[src/rtl/pirq_pkg.sv]
package pirq_pkg;
  localparam int LINES = 4;
  localparam int RW    = 8;

  typedef logic [RW-1:0] route_t;

  // shared line reached by a given pin of a given slot
  function automatic logic [1:0] line_of(int unsigned slot, int unsigned pin);
    int unsigned t;
    t = pin + slot + LINES - 1;
    return 2'(t % LINES);
  endfunction

  // true when steering value r enables its line onto output idx
  function automatic logic steers_to(route_t r, int unsigned idx, int unsigned n_outs);
    return (32'(r) < n_outs) && (32'(r) == idx);
  endfunction

  // index of a steering register addressed by addr, or LINES when none
  function automatic int unsigned reg_index(logic [7:0] addr, logic [7:0] base);
    if (addr >= base && 32'(addr) < 32'(base) + LINES)
      return 32'(addr - base);
    return LINES;
  endfunction
endpackage

[src/rtl/pirq_fold.sv]
module pirq_fold import pirq_pkg::*; #(
  parameter int NUM_SLOTS = 32,
  localparam int PIN_W = NUM_SLOTS * LINES
) (
  input  logic [PIN_W-1:0] dev_irq,
  output logic [LINES-1:0] line_lvl
);
  always_comb begin
    line_lvl = '0;
    for (int s = 0; s < NUM_SLOTS; s++) begin
      for (int p = 0; p < LINES; p++) begin
        if (dev_irq[s*LINES + p])
          line_lvl[line_of(s, p)] = 1'b1;
      end
    end
  end
endmodule

[src/rtl/pirq_steer_regs.sv]
module pirq_steer_regs import pirq_pkg::*; #(
  parameter logic [7:0] REG_BASE = 8'h60,
  parameter route_t     RST_VAL  = 8'h80
) (
  input  logic                clk,
  input  logic                rst_n,
  input  logic                reg_wr,
  input  logic [7:0]          reg_addr,
  input  logic [RW-1:0]       reg_wdata,
  output logic [RW-1:0]       reg_rdata,
  output logic [LINES*RW-1:0] route_flat
);
  int unsigned sel;
  assign sel = reg_index(reg_addr, REG_BASE);

  for (genvar k = 0; k < LINES; k++) begin : g_reg
    route_t r_q;
    always_ff @(posedge clk or negedge rst_n) begin
      if (!rst_n)
        r_q <= RST_VAL;
      else if (reg_wr && sel == k)
        r_q <= reg_wdata;
    end
    assign route_flat[k*RW +: RW] = r_q;
  end

  always_comb begin
    reg_rdata = '0;
    for (int k = 0; k < LINES; k++)
      if (sel == k) reg_rdata = route_flat[k*RW +: RW];
  end
endmodule

[src/rtl/pirq_fanout.sv]
module pirq_fanout import pirq_pkg::*; #(
  parameter int NUM_OUTS = 16
) (
  input  logic [LINES-1:0]    line_lvl,
  input  logic [LINES*RW-1:0] route_flat,
  output logic [NUM_OUTS-1:0] pic_irq
);
  always_comb begin
    pic_irq = '0;
    for (int j = 0; j < NUM_OUTS; j++)
      for (int k = 0; k < LINES; k++)
        if (line_lvl[k] && steers_to(route_flat[k*RW +: RW], j, NUM_OUTS))
          pic_irq[j] = 1'b1;
  end
endmodule

[src/rtl/pirq_router.sv]
module pirq_router import pirq_pkg::*; #(
  parameter int         NUM_SLOTS = 32,
  parameter int         NUM_OUTS  = 16,
  parameter logic [7:0] REG_BASE  = 8'h60,
  localparam int        PIN_W     = NUM_SLOTS * LINES
) (
  input  logic                clk,
  input  logic                rst_n,
  input  logic [PIN_W-1:0]    dev_irq,
  input  logic                reg_wr,
  input  logic [7:0]          reg_addr,
  input  logic [7:0]          reg_wdata,
  output logic [7:0]          reg_rdata,
  output logic [NUM_OUTS-1:0] pic_irq
);
  logic [LINES-1:0]    line_lvl;
  logic [LINES*RW-1:0] route_flat;

  pirq_fold #(.NUM_SLOTS(NUM_SLOTS)) u_fold (
    .dev_irq (dev_irq),
    .line_lvl(line_lvl)
  );

  pirq_steer_regs #(.REG_BASE(REG_BASE), .RST_VAL(8'h80)) u_regs (
    .clk       (clk),
    .rst_n     (rst_n),
    .reg_wr    (reg_wr),
    .reg_addr  (reg_addr),
    .reg_wdata (reg_wdata),
    .reg_rdata (reg_rdata),
    .route_flat(route_flat)
  );

  pirq_fanout #(.NUM_OUTS(NUM_OUTS)) u_fan (
    .line_lvl  (line_lvl),
    .route_flat(route_flat),
    .pic_irq   (pic_irq)
  );
endmodule

[config.mk]
export PLATFORM = sky130hd
export DESIGN_NAME = pirq_router
export DESIGN_NICKNAME = d
export VERILOG_FILES = /design/src/rtl/pirq_pkg.sv /design/src/rtl/pirq_fold.sv /design/src/rtl/pirq_steer_regs.sv /design/src/rtl/pirq_fanout.sv /design/src/rtl/pirq_router.sv
export SDC_FILE = /design/constraint.sdc
export NUM_CORES = 1
export LEC_CHECK = 0
export ABC_AREA = 1
export BUFFER_PORTS_ARGS = -buffer_cell sky130_fd_sc_hd__buf_2
export CORE_MARGIN = 2
export CORE_UTILIZATION = 30
export CTS_CLUSTER_DIAMETER = 60
export CTS_CLUSTER_SIZE = 8
export DETAILED_ROUTE_END_ITERATION = 12
export GPL_TIMING_DRIVEN = 0
export MAX_ROUTING_LAYER = met4
export REMOVE_ABC_BUFFERS = 1
export SLEW_MARGIN = 20
export SYNTH_ARGS = -nofsm -noshare
export SYNTH_HDL_FRONTEND = slang
export SYNTH_SLANG_ARGS = --single-unit
export TNS_END_PERCENT = 50
[constraint.sdc]
create_clock -name clk -period 4.45 [get_ports clk]
set_input_delay 0.89 -clock clk [delete_from_list [all_inputs] [get_ports clk]]
set_output_delay 0.89 -clock clk [all_outputs]
set_load 0.005 [all_outputs]
# Yosys cells after proc, flatten, opt, wreduce, memory -nomap -nowiden
# Cells that the tools add are included.
dict set report word_totals {
  register_bits 32
  wordCells 411
  out_inout_bits 24
}
dict set report classes {
  n_mux 199
  n_lt_le_gt_ge 6
  reduce_logical 138
  n_eq_ne 63
  add_sub_neg 1
}
# op count
set op_table {}
lappend op_table {{8-bit by 4-bit == test with 1-bit output, second input constant} 32}
lappend op_table {{1-bit 2-to-1 mux} 193}
lappend op_table {{1-bit logical AND} 133}
lappend op_table {{8-bit by 3-bit == test with 1-bit output, second input constant} 16}
lappend op_table {{32-bit by 2-bit == test with 1-bit output, second input constant} 2}
lappend op_table {{8-bit by 2-bit == test with 1-bit output, second input constant} 8}
lappend op_table {{32-bit 2-to-1 mux} 2}
lappend op_table {{32-bit by 1-bit == test with 1-bit output, second input constant} 1}
lappend op_table {{8-bit by 1-bit == test with 1-bit output, second input constant} 4}
lappend op_table {{32-bit zero test} 1}
lappend op_table {{8-bit zero test} 4}
lappend op_table {{8-bit by 5-bit less-than comparator with 1-bit output, second input constant} 4}
lappend op_table {{8-bit 2-to-1 mux} 4}
lappend op_table {{8-bit by 7-bit subtractor with 9-bit output, second input constant} 1}
lappend op_table {{8-bit by 7-bit greater-or-equal comparator with 1-bit output, second input constant} 1}
lappend op_table {{8-bit by 7-bit less-than comparator with 1-bit output, second input constant} 1}

# Logic depth before layout (Yosys ltp)
# Gate-level depths: netlist (run 1).
dict set report logic_depth {
  ltp_word 37
  mapped_depth 13
  mapped_depth_nobuf 12
}

# Hierarchy
# A second synthesis (run 1) with hierarchy kept.
dict set report hier_totals {
  cells_unflattened 632
  area_unflattened_um2 3489.6
}
# module area_each_um2 n_inst cells_per_inst seq_area_each_um2
set modules_own_cells {}
lappend modules_own_cells {pirq_steer_regs 1759.2 1 214 805.8}
lappend modules_own_cells {pirq_fanout 1014.7 1 238 0.0}
lappend modules_own_cells {pirq_fold 715.7 1 180 0.0}

# Worst setup path before layout (run 1)
# OpenSTA, ideal clock, no wires.
dict set report synth_path {
  kind {input -> output}
  from {in reg_addr[5]}
  to {out reg_rdata[0]}
  arrival_ns 2.244
  path_slack_ns 1.316
  stages 12
  t_required_ns 3.560
  cell_sequence {ha_1 -> inv_1 -> ha_1 -> nand2_1 -> inv_1 -> nand2_1 -> nor2_4 -> clkbuf_1 -> nand4_1 -> nand3_1 -> nand2_1 -> nand2_1}
}
dict set report synth_via {
  elab_chain_cells 9
}
# element line_no
set synth_lines {}
lappend synth_lines {{start: declaration} pirq_router.sv:11} ;# input logic [7:0] reg_addr,
lappend synth_lines {{8-bit by 7-bit greater-or-equal comparator with 1-bit output / 8-bit by 7-bit less-than comparator with 1-bit output (equally long branches)} pirq_pkg.sv:21} ;# if (addr >= base && 32'(addr) < 32'(base) + LINES)
lappend synth_lines {{1-bit logical AND} pirq_pkg.sv:21}
lappend synth_lines {{32-bit 2-to-1 mux / 1-bit 2-to-1 mux (equally long branches)} pirq_pkg.sv:21}
lappend synth_lines {{32-bit 2-to-1 mux *} pirq_pkg.sv:23} ;# return LINES;
lappend synth_lines {{32-bit zero test} pirq_steer_regs.sv:30} ;# if (sel == k) reg_rdata = route_flat[k*RW +: RW];
lappend synth_lines {{8-bit 2-to-1 mux (3 in series)} pirq_steer_regs.sv:30}
lappend synth_lines {{8-bit 2-to-1 mux *} pirq_steer_regs.sv:30}
lappend synth_lines {{end: declaration} pirq_router.sv:13} ;# output logic [7:0] reg_rdata,
# Mark *: on every way between the ends. The rest lies on a longest branch, timed or not.

# Worst setup path in the final report (run 1)
dict set report layout_path {
  from {in reg_addr[6]}
  to {out reg_rdata[5]}
}
# Same word-level chain as after synthesis.

==> run metrics, run 1 <==
power consumption 0.0006729 W; count of cells resized by post-cts repair 0; dpl ws 0.7314 ns; cts bufs inserted 5; Syn Std Cell Area roughly 3300 um^2; ratio of cells with drive above 1 in the final layout 0.2905; Seq/Total Area, Yosys 0.2476; startpoint types input pin; YS warnings 0; Routed Antenna Nets 0; vias in the first global route 3590; Clock Tree Buf Depth 2; n_diodes 0; Slew @ Worst Pin between 0.7 and 0.8 ns; worst path required time 3.56 ns; Setup violations, final 0; flops & latches, synth 32; Die Area 11700 um^2; largest net degree at the start of global routing 33; PwrDens 157.6 nW/um^2; Final Hold Viols 0; DRT Pass-1 Iters 4; Rel. slew slack 0.5201; post-synth top area cell dfrtp_1; Regs by FF count u_regs.g.r_q (32); via-per-instance ratio 4.824; Clock Root Buffer clkbuf_8; nets 864; Clock Sinks 32; Pins Over Slew Limit 0; die height about 110 um; Worst Path Arrival 2.81 ns; final worst path period share 0.8318; GRT Util Overall 0.1815; synth unique cells 24; Clock Latency Late Sink 0.28 ns; CTS Hold Bufs 0; # port buffers 170; status finished, final reports clean; Worst-path clk slew 0.06 ns; die width 108.2 um; Biggest register u_regs.g.r_q; PnR worst setup slack ~0.75 ns; Fin Setup TNS 0 ns; VDD IR max 0.1653 mV; Max Fanout on Critical Path 18; Mapped Cells ~560; skew final 0 ns; max reg flops 32; initial core utilization 0.3042; I/O Pins 171; drt total wl 11100 um; CTS tree done; Setup Fix Bufs, Post-CTS 0; initial antenna violation count 0; Leak Pwr 2.066 nW; worst min path class reg -> reg; H-tree levels 2; Critical Path Sink Type output pin; cell depth of the worst min-delay path 2; FP Rows 38; DP HPWL 9116 um; total via count after detailed routing 4129; routability cong. 0.9746; Remaining Overflow, GRT 0; most common cell after layout, fill and taps aside buf_2; area grow syn2layout 31.22%; commonest cells after routing, fill and taps aside buf_2 (170), nand2_1 (149), nor2_1 (122), o21ai_0 (64), nor3_1 (50); Residual DRC 0; Area contributors post-synth dfrtp_1 (22%), nand2_1 (17%), nor2_1 (14%); first-pass GRT wire length 16270 um; maximum operating frequency 0.2701 GHz; Core Footprint 10700 um^2; top cell type's share of synthesized area 0.2153; Period minus WS final 3.702 ns; DR iter-0 viols 158; critical path type in -> out; maxcap violations 0; wire length per cell roughly 13 um; Worst R2R Path Depth 2; RSZ-0062 raised after global routing no; mean area per synthesized cell 5.832 um^2
-- cells in the mapped netlist --
| cell type | n |
|---|---|
| o21ai_1 | 10 |
| nor3_2 | 1 |
| buf_6 | 3 |
| dfstp_2 | 4 |
| nor2_1 | 122 |
| nand2_1 | 149 |
| nand3_4 | 3 |
| nand4_1 | 33 |
| nor2_2 | 1 |
| clkbuf_1 | 15 |
| nor2_4 | 1 |
| nand3_2 | 1 |
| buf_2 | 2 |
| ha_1 | 2 |
| inv_2 | 2 |
| o21ai_4 | 1 |
| dfrtp_1 | 28 |
| inv_1 | 37 |
| nor2_8 | 1 |
| nand2_4 | 1 |
| nor3_1 | 50 |
| nand3_1 | 11 |
| o21ai_2 | 16 |
| o21ai_0 | 64 |
-- metal layers --
layer | GRT usage | routed length (um)
met5 | - | 0
met2 | 0.3374 | 5486
met1 | 0.2013 | 4487
met3 | 0.01567 | 779
met4 | 0.06685 | 342
-- logic make-up after synthesis --
family,synth area share
buffers and inverters,0.07574
adder cells (fa/ha/maj),0.007688
AO/OA/AOI/OAI,0.1619
AND/OR/NAND/NOR,0.5071
flip-flops,0.2476
-- critical path: stages --
cell and delay [ns]:
buf_2 0.09, ha_1 0.13, inv_1 0.04, ha_1 0.26
nand2_1 0.04, inv_1 0.04, nand2_1 0.08, nor2_4 0.36
nand2_4 0.14, nor3_2 0.43, nand2_1 0.11, nand2_1 0.09
buf_2 0.11
-- path summary, 6_finish.rpt --
kind	slack (ns)	from	endpoint
worst max-delay path	0.75	reg_addr[6]	reg_rdata[5]
worst min-delay path	0.49	u_regs.g_reg[2].r_q[5]$_DFFE_PN0P_	u_regs.g_reg[2].r_q[5]$_DFFE_PN0P_
worst max register to register	3.69	u_regs.g_reg[2].r_q[7]$_DFFE_PN1P_	u_regs.g_reg[2].r_q[7]$_DFFE_PN1P_
worst min register to register	0.49	u_regs.g_reg[2].r_q[5]$_DFFE_PN0P_	u_regs.g_reg[2].r_q[5]$_DFFE_PN0P_
max in group asynchronous	3.33	rst_n	u_regs.g_reg[2].r_q[3]$_DFFE_PN0P_
min in group asynchronous	0.66	rst_n	u_regs.g_reg[1].r_q[5]$_DFFE_PN0P_
-- through the flow --
step / area, um^2 / hold slack (ns) / instances / utilization
floorplan: 3154 / 0.4550 / 538 / -
global placement: 4180 / 0.4738 / 848 / 0.3908
detailed placement: 4180 / 0.4754 / 848 / 0.3908
CTS: 4270 / 0.4900 / 856 / 0.3992
global route: 4270 / 0.5045 / 856 / 0.3992
finish: 4270 / 0.4887 / 856 / 0.3992
-- where the power goes --
group / total [W] / switching [W] / internal [W]
sequential: 0.000300 / 0.00000457 / 0.000295
combinational: 0.000143 / 0.0000768 / 0.0000663
clock: 0.000230 / 0.000104 / 0.000126
total: 0.000673 / 0.000185 / 0.000488
-- final cells by class --
class / count / area [um^2]
Fill cell: 1128 / 6427
Timing Repair Buffer: 170 / 850.8
Multi-Input combinational cell: 467 / 2202
Inverter: 39 / 146.4
Sequential cell: 32 / 805.8
Tap cell: 140 / 175.2
Clock buffer: 8 / 90.09
(Power assumes the default switching activity.)
==> run 2: changes to the inputs <==
--- a/config.mk
+++ b/config.mk
@@ -5,7 +5,7 @@
 export SDC_FILE = /design/constraint.sdc
 export NUM_CORES = 1
 export LEC_CHECK = 0
-export ABC_AREA = 1
+export ABC_AREA = 0
 export BUFFER_PORTS_ARGS = -buffer_cell sky130_fd_sc_hd__buf_2
 export CORE_MARGIN = 2
 export CORE_UTILIZATION = 30
==> constraint.sdc (replaced) <==
create_clock -name clk -period 3.29 [get_ports clk]
set_input_delay 0.658 -clock clk [delete_from_list [all_inputs] [get_ports clk]]
set_output_delay 0.658 -clock clk [all_outputs]
set_load 0.005 [all_outputs]
==> run metrics, run 2 <==
post-synth top area cell dfrtp_1 (unchanged); Internal 0.0006591 W (was 0.0004877 W); status finished, final reports clean (unchanged); max reg flops 32 (unchanged); Clock Tree Buf Depth 2 (unchanged); Slew @ Worst Pin 0.7856 ns (was 0.7198 ns); nets 601 (was 864); Worst Path Arrival 2.49 ns (was 2.81 ns); PnR worst setup slack 0.1397 ns (was 0.7483 ns); Finished Core Util 0.4282 (was 0.3992); CTS Hold Bufs 0 (unchanged); Net Sw Power 0.0002325 W (was 0.0001852 W); Fin Setup TNS 0 ns (unchanged); n_diodes 0 (unchanged); Synth Area in Compound Gates 0.1939 (was 0.1619); vias in the first global route 3129 (was 3590); via-per-instance ratio 5.520 (was 4.824); post-synthesis mux area share 0.1603 (was 0); maximum operating frequency 0.3174 GHz; PwrDens 242.3 nW/um^2 (was 157.6 nW/um^2); # port buffers 170 (unchanged); flops & latches, synth 32 (unchanged); most frequent cells after synthesis nor4_1 (36), mux2_2 (30), dfrtp_1 (28), nor2_1 (18), nand4_1 (14) (was nand2_1 (149), nor2_1 (122), o21ai_0 (64), nor3_1 (50), inv_1 (37)); Core Footprint 8593 um^2 (was 10700 um^2); total via count after detailed routing 3097 (was 4129); area grow syn2layout 41.12% (was 31.22%); synth unique cells 47 (was 24); FP Rows 34 (was 38); Leak Pwr 1.816 nW (was 2.066 nW); FF-to-FF setup slack 2.38 ns (was 3.69 ns); die height 97.23 um (was 108.2 um); commonest cells after routing, fill and taps aside buf_2 (170), nor4_1 (34), mux2_2 (30), dfrtp_1 (28), nor2_1 (18) (was buf_2 (170), nand2_1 (149), nor2_1 (122), o21ai_0 (64), nor3_1 (50)); CTS tree done (unchanged); Synth Area in Simple Gates 0.2941 (was 0.5071); Critical Path Sink Type output pin (unchanged); Residual DRC 0 (unchanged); WHS 0.4232 ns (was 0.4887 ns); Worst R2R Path Depth 1 (was 2); dpl ws 0.009578 ns (was 0.7314 ns); clock share of power 0.348 (was 0.342); sw frac 0.2608 (was 0.2752); final worst path period share 0.9575; Period minus WS final 3.150 ns; Mapped Cells 281 (was 558); die width 97.23 um (was 108.2 um); first-pass GRT wire length 15190 um (was 16270 um); largest net degree at the start of global routing 33 (unchanged); cts bufs inserted 5 (unchanged); Primary FF master, synth dfrtp_1 (unchanged); startpoint types input pin (unchanged); VDD IR max 0.2827 mV (was 0.1653 mV); H-tree levels 2 (unchanged); Pins Over Slew Limit 0 (unchanged); largest family of logic cells by synthesized area simple AND/OR/NAND/NOR gates (unchanged); Die Area 9454 um^2 (was 11700 um^2); Comb pwr share 0.195 (was 0.213); Worst-path clk slew 0.07 ns (was 0.06 ns); maxcap violations 0 (unchanged); Syn Std Cell Area 2608 um^2 (was 3254 um^2); initial core utilization 0.3034 (was 0.3042); Synth Area in XOR/XNOR 0 (unchanged); I/O Pins 171 (unchanged); worst r2r src u_regs.g_reg[3].r_q[2]$_DFFE_PN0P_ (was u_regs.g_reg[2].r_q[7]$_DFFE_PN1P_); DR iter-0 viols 119 (was 158); skew final 0 ns (unchanged); initial antenna violation count 0 (unchanged); Post-synth EDFFs 0 (unchanged); most frequent cell after synthesis nor4_1 (was nand2_1); Clock Latency Late Sink 0.28 ns (about the same); Regs by FF count u_regs.g.r_q (32) (unchanged); Clock Sinks 32 (unchanged); DP HPWL 7632 um (was 9116 um); Clock Root Buffer clkbuf_8 (unchanged); Crit Reg-Reg Endpoint u_regs.g_reg[3].r_q[2]$_DFFE_PN0P_ (was u_regs.g_reg[2].r_q[7]$_DFFE_PN1P_); critical path type in -> out (unchanged); YS warnings 0 (unchanged); top cell type's share of synthesized area 0.2687 (was 0.2153); mean area per synthesized cell 9.279 um^2 (was 5.832 um^2); Async S/R FF share, synth 1.000 (unchanged); drt total wl 9507 um (was 11100 um); Max Fanout on Critical Path 5 (was 18); Rel. slew slack 0.4723 (was 0.5201); Routed Antenna Nets 0 (unchanged); ratio of cells with drive above 1 in the final layout 0.5143 (was 0.2905); most common cell after layout, fill and taps aside buf_2 (unchanged); Post-Synth Adder-Cell Area 0.009597 (was 0.007689); GRT Util Overall 0.2009 (was 0.1815); Area contributors post-synth dfrtp_1 (27%), mux2_2 (13%), nor4_1 (8.6%) (was dfrtp_1 (22%), nand2_1 (17%), nor2_1 (14%)); Remaining Overflow, GRT 0 (unchanged); routability cong. 0.9180 (was 0.9746); DRT Pass-1 Iters 4 (unchanged); Final Hold Viols 0 (unchanged); worst min path class in -> async (was reg -> reg); wire length per cell 16.95 um (was 12.96 um); Biggest register u_regs.g.r_q (unchanged); Setup violations, final 0 (unchanged); Seq/Total Area, Yosys 0.3090 (was 0.2476); Flop pwr share 0.457 (was 0.446); power consumption 0.0008916 W (was 0.0006729 W); worst path required time 2.63 ns (was 3.56 ns)
-- run 2: worst max path at each step --
stage                     start      endpoint  slack, ns  cells after the start
detailed placement   dev_irq[6]    pic_irq[0]       0.01                      7
finish              reg_addr[5]  reg_rdata[5]       0.14                      9
global placement     dev_irq[6]    pic_irq[0]      -0.08                      7
floorplan           reg_addr[5]  reg_rdata[0]       0.59                      6
CTS                  dev_irq[6]    pic_irq[0]       0.01                      7
global route        dev_irq[28]    pic_irq[0]     -0.007                      7
-- run 2: routing by layer --
layer / part of all wire / vias to the layer above / GRT usage
met5: 0 / - / -
met4: 0.028 / 0 / 0.08120
met3: 0.075 / 22 / 0.03885
met2: 0.49 / 140 / 0.3365
met1: 0.40 / 1448 / 0.2385
li1: - / 1487 / -
-- run 2: repair_timing --
item / in CTS / in global routing
resized for setup: 1 / 7
setup endpoints to repair: 2 / 18
pin swaps: 0 / 3
gates cloned: 0 / 0
buffers inserted: 0 / 2
-- run 2: layout make-up --
class | count | area (um^2)
Inverter | 10 | 37.54
Tap cell | 108 | 135.1
Fill cell | 897 | 4913
Sequential cell | 32 | 805.8
Clock buffer | 6 | 82.58
Clock inverter | 2 | 10.01
Multi-Input combinational cell | 231 | 1739
Timing Repair Buffer | 172 | 869.6
-- run 2: metrics by stage --
stage          instances  instance area (um^2)
6_report             561                  3680
2_1_floorplan        273                  2559
3_3_place_gp         551                  3545
4_1_cts              559                  3643
5_1_grt              561                  3680
3_5_place_dp         551                  3545
-- run 2: cell families after synthesis --
kind of cell / count (synthesis)
multiplexers: 38
AO/OA/AOI/OAI: 69
AND/OR/NAND/NOR: 122
flip-flops: 32
buffers and inverters: 18
adder cells (fa/ha/maj): 2
-- run 2: worst max-delay path, stage by stage --
cell	delay (ns)
buf_2	0.10
ha_1	0.29
nor4b_2	0.27
nand4_1	0.25
nor3_4	0.36
buf_6	0.17
a22oi_1	0.08
a21oi_1	0.16
buf_2	0.14
-- run 2: power by group through the flow --
stage | registers (W) | clock network (W) | logic [W]
4_1_cts | 0.000407 | 0.000315 | 0.000174
3_3_place_gp | 0.000414 | 0 | 0.000170
2_1_floorplan | 0.000412 | 0 | 0.0000497
5_1_grt | 0.000409 | 0.000333 | 0.000193
3_5_place_dp | 0.000414 | 0 | 0.000173
6_report | 0.000408 | 0.000310 | 0.000174
==> run 3: changes to the inputs <==
--- a/config.mk
+++ b/config.mk
@@ -15,8 +15,10 @@
 export GPL_TIMING_DRIVEN = 0
 export MAX_ROUTING_LAYER = met4
 export REMOVE_ABC_BUFFERS = 1
+export SKIP_CTS_REPAIR_TIMING = 1
 export SLEW_MARGIN = 20
 export SYNTH_ARGS = -nofsm -noshare
 export SYNTH_HDL_FRONTEND = slang
+export SYNTH_HIERARCHICAL = 1
 export SYNTH_SLANG_ARGS = --single-unit
 export TNS_END_PERCENT = 50
==> run metrics, run 3 <==
Routed Antenna Nets 0 (unchanged); H-tree levels 2 (unchanged); routability cong. 0.9600 (was 0.9180); max reg flops 32 (unchanged); final instance area 3750 um^2 (was 3680 um^2); worst path required time 2.63 ns (about the same); Critical Path, Cell by Cell buf_2, ha_1, inv_1, ha_1, nor4bb_4, nand2_1, a21oi_1, buf_2 (was buf_2, ha_1, nor4b_2, nand4_1, nor3_4, buf_6, a22oi_1, a21oi_1, buf_2); slowest CP cell nor4bb_4 (was nor3_4); Area contributors post-synth dfrtp_1 (26%), mux2_2 (17%), nor4_1 (6.8%) (was dfrtp_1 (27%), mux2_2 (13%), nor4_1 (8.6%)); die width 98.21 um (was 97.23 um); maxcap violations 0 (unchanged); Biggest register u_regs/g.r_q (was u_regs.g.r_q); slowest stage delay, CP 0.47 ns (was 0.36 ns); Remaining Overflow, GRT 0 (unchanged); Clock Tree Buf Depth 2 (unchanged); mean area per synthesized cell 9.682 um^2 (was 9.279 um^2); FP Rows 34 (unchanged); nets 593 (was 601); Slew @ Worst Pin 0.7291 ns (was 0.7856 ns); status finished, final reports clean (unchanged); Worst-path clk slew 0.07 ns (about the same); register area 805.8 um^2 (unchanged); Residual DRC 0 (unchanged); Final Hold Viols 0 (unchanged); I/O Pins 171 (unchanged); Leak Pwr 1.749 nW (was 1.816 nW); Critical Path Sink Type output pin (unchanged); DR iter-0 viols 149 (was 119); Worst Path Arrival 2.48 ns (was 2.49 ns); maximum operating frequency 0.3189 GHz (was 0.3174 GHz); DP Cell Count 545 (was 551); met3 WL 807 um (was 712 um); area grow syn2layout 40.84% (was 41.12%); startpoint types input pin (unchanged); critical path type in -> out (unchanged); YS warnings 6 (was 0); CP startpoint reg_addr[5] (unchanged); largest net degree at the start of global routing 33 (unchanged); Layout Cells excl Fill 554 (was 561); worst r2r src u_regs/g_reg[3].r_q[0]$_DFFE_PN0P_ (was u_regs.g_reg[3].r_q[2]$_DFFE_PN0P_); placed cell areas 3620 um^2 (was 3545 um^2); ratio of cells with drive above 1 in the final layout 0.5528 (was 0.5143); Seq/Total Area, Yosys 0.3026 (was 0.3090); Clock Root Buffer clkbuf_8 (unchanged); DP HPWL 6993 um (was 7632 um); VDD IR max 0.1539 mV (was 0.2827 mV); PwrDens 253.8 nW/um^2 (was 242.3 nW/um^2); Pins Over Slew Limit 0 (unchanged); via-per-instance ratio 5.412 (was 5.520); PnR worst setup slack 0.1539 ns (was 0.1397 ns); initial core utilization 0.3068 (was 0.3034); most frequent cells after synthesis mux2_2 (40), nor4_1 (29), dfrtp_1 (28), nand2_1 (18) (was nor4_1 (36), mux2_2 (30), dfrtp_1 (28), nor2_1 (18), nand4_1 (14)); power consumption 0.0009518 W (was 0.0008916 W); Syn Std Cell Area 2663 um^2 (was 2608 um^2); CTS tree done (unchanged); vias in the first global route 2999 (was 3129); Post-synth EDFFs 0 (unchanged); Top delay family on crit path simple AND/OR/NAND/NOR gates (unchanged); Metal-1 WL 3321 um (was 3838 um); worst min path class in -> async (unchanged); Clock Sinks 32 (unchanged); total via count after detailed routing 2998 (was 3097); Max Fanout on Critical Path 8 (was 5); synth unique cells 39 (was 47); dpl ws -0.3463 ns (was 0.009578 ns); WHS 0.4306 ns (was 0.4232 ns); commonest cells after routing, fill and taps aside buf_2 (171), mux2_2 (40), nor4_1 (28), dfrtp_1 (28), nand2_1 (18) (was buf_2 (170), nor4_1 (34), mux2_2 (30), dfrtp_1 (28), nor2_1 (18)); Async S/R FF share, synth 1.000 (unchanged); Period minus WS final 3.136 ns (was 3.150 ns); # port buffers 170 (unchanged); met2 routed WL 4646 um (was 4686 um); first-pass GRT wire length 13850 um (was 15190 um); Die Area 9645 um^2 (was 9454 um^2); Clock Latency Late Sink 0.28 ns (about the same); most common cell after layout, fill and taps aside buf_2 (unchanged); multi-input logic area 1817 um^2 (was 1739 um^2); Regs by FF count u_regs/g.r_q (32) (was u_regs.g.r_q (32)); post-synth top area cell dfrtp_1 (unchanged); Primary FF master, synth dfrtp_1 (unchanged); Setup violations, final 0 (unchanged); flops & latches, synth 32 (unchanged); DRT Pass-1 Iters 5 (was 4); skew final 0 ns (unchanged); Core Footprint 8678 um^2 (was 8593 um^2); top cell type's share of synthesized area 0.2632 (was 0.2687); most frequent cell after synthesis mux2_2 (was nor4_1); Fillers 883 (was 897); Rel. slew slack 0.5139 (was 0.4723); Highest Signal Layer met4 (unchanged); RSZ-0062 raised after global routing no; final worst path period share 0.9532 (was 0.9575); Buf+Inv Stages, Crit Path 3 (unchanged); drt total wl 8835 um (was 9507 um); Mapped Cells 275 (was 281); cts bufs inserted 5 (unchanged); die height 98.21 um (was 97.23 um); initial antenna violation count 1 (was 0); wire length per cell 15.95 um (was 16.95 um); GRT Util Overall 0.1810 (was 0.2009)
-- run 3: worst paths after layout --
path | slack, ns | cells past startpoint | endpoint
max | 0.15 | 8 | reg_rdata[2]
min | 0.43 | 1 | u_regs/g_reg[0].r_q[6]$_DFFE_PN0P_
max reg2reg | 2.30 | 1 | u_regs/g_reg[3].r_q[0]$_DFFE_PN0P_
min reg2reg | 0.54 | 1 | u_regs/g_reg[0].r_q[4]$_DFFE_PN0P_
max in group asynchronous | 2.40 | 1 | u_regs/g_reg[1].r_q[6]$_DFFE_PN0P_
min in group clk | 0.54 | 1 | u_regs/g_reg[0].r_q[4]$_DFFE_PN0P_
-- run 3: through the flow --
step	utilization	setup TNS [ns]
2_1_floorplan	-	0
3_3_place_gp	0.4158	-9.559
3_5_place_dp	0.4171	-2.175
4_1_cts	0.4295	-2.203
5_1_grt	0.4321	0
6_report	0.4321	0
-- run 3: per-layer routing --
layer / track usage / vias to the layer above
met5: - / -
met4: 0.03056 / 0
met3: 0.03865 / 6
met2: 0.3377 / 156
met1: 0.2005 / 1397
li1: - / 1439
-- run 3: cell families (layout without fill, tap and decap cells) --
family	Yosys count	count (layout)	synth area share
and+or+nand+nor	137	137	0.3557
muxes	40	40	0.1692
AOI/OAI and AO/OA	48	48	0.1382
adders and majority gates	2	2	0.009397
buffers and inverters	16	186	0.02490
DFF	32	32	0.3026
other	0	1	0
-- run 3: power by group --
group | internal (W) | leakage, nW | switching, W
Clock | 0.000225 | 0.0552 | 0.000146
Sequential | 0.000399 | 0.432 | 0.00000825
Combinational | 0.0000947 | 1.26 | 0.0000787
-- run 3: cell type report --
class | instances | area share
Timing Repair Buffer | 171 | 0.2282
Multi-Input combinational cell | 227 | 0.4845
Clock buffer | 6 | 0.01935
Antenna cell | 1 | 0.0006673
Clock inverter | 2 | 0.009343
Sequential cell | 32 | 0.2149
Inverter | 7 | 0.007007
Tap cell | 108 | 0.03604
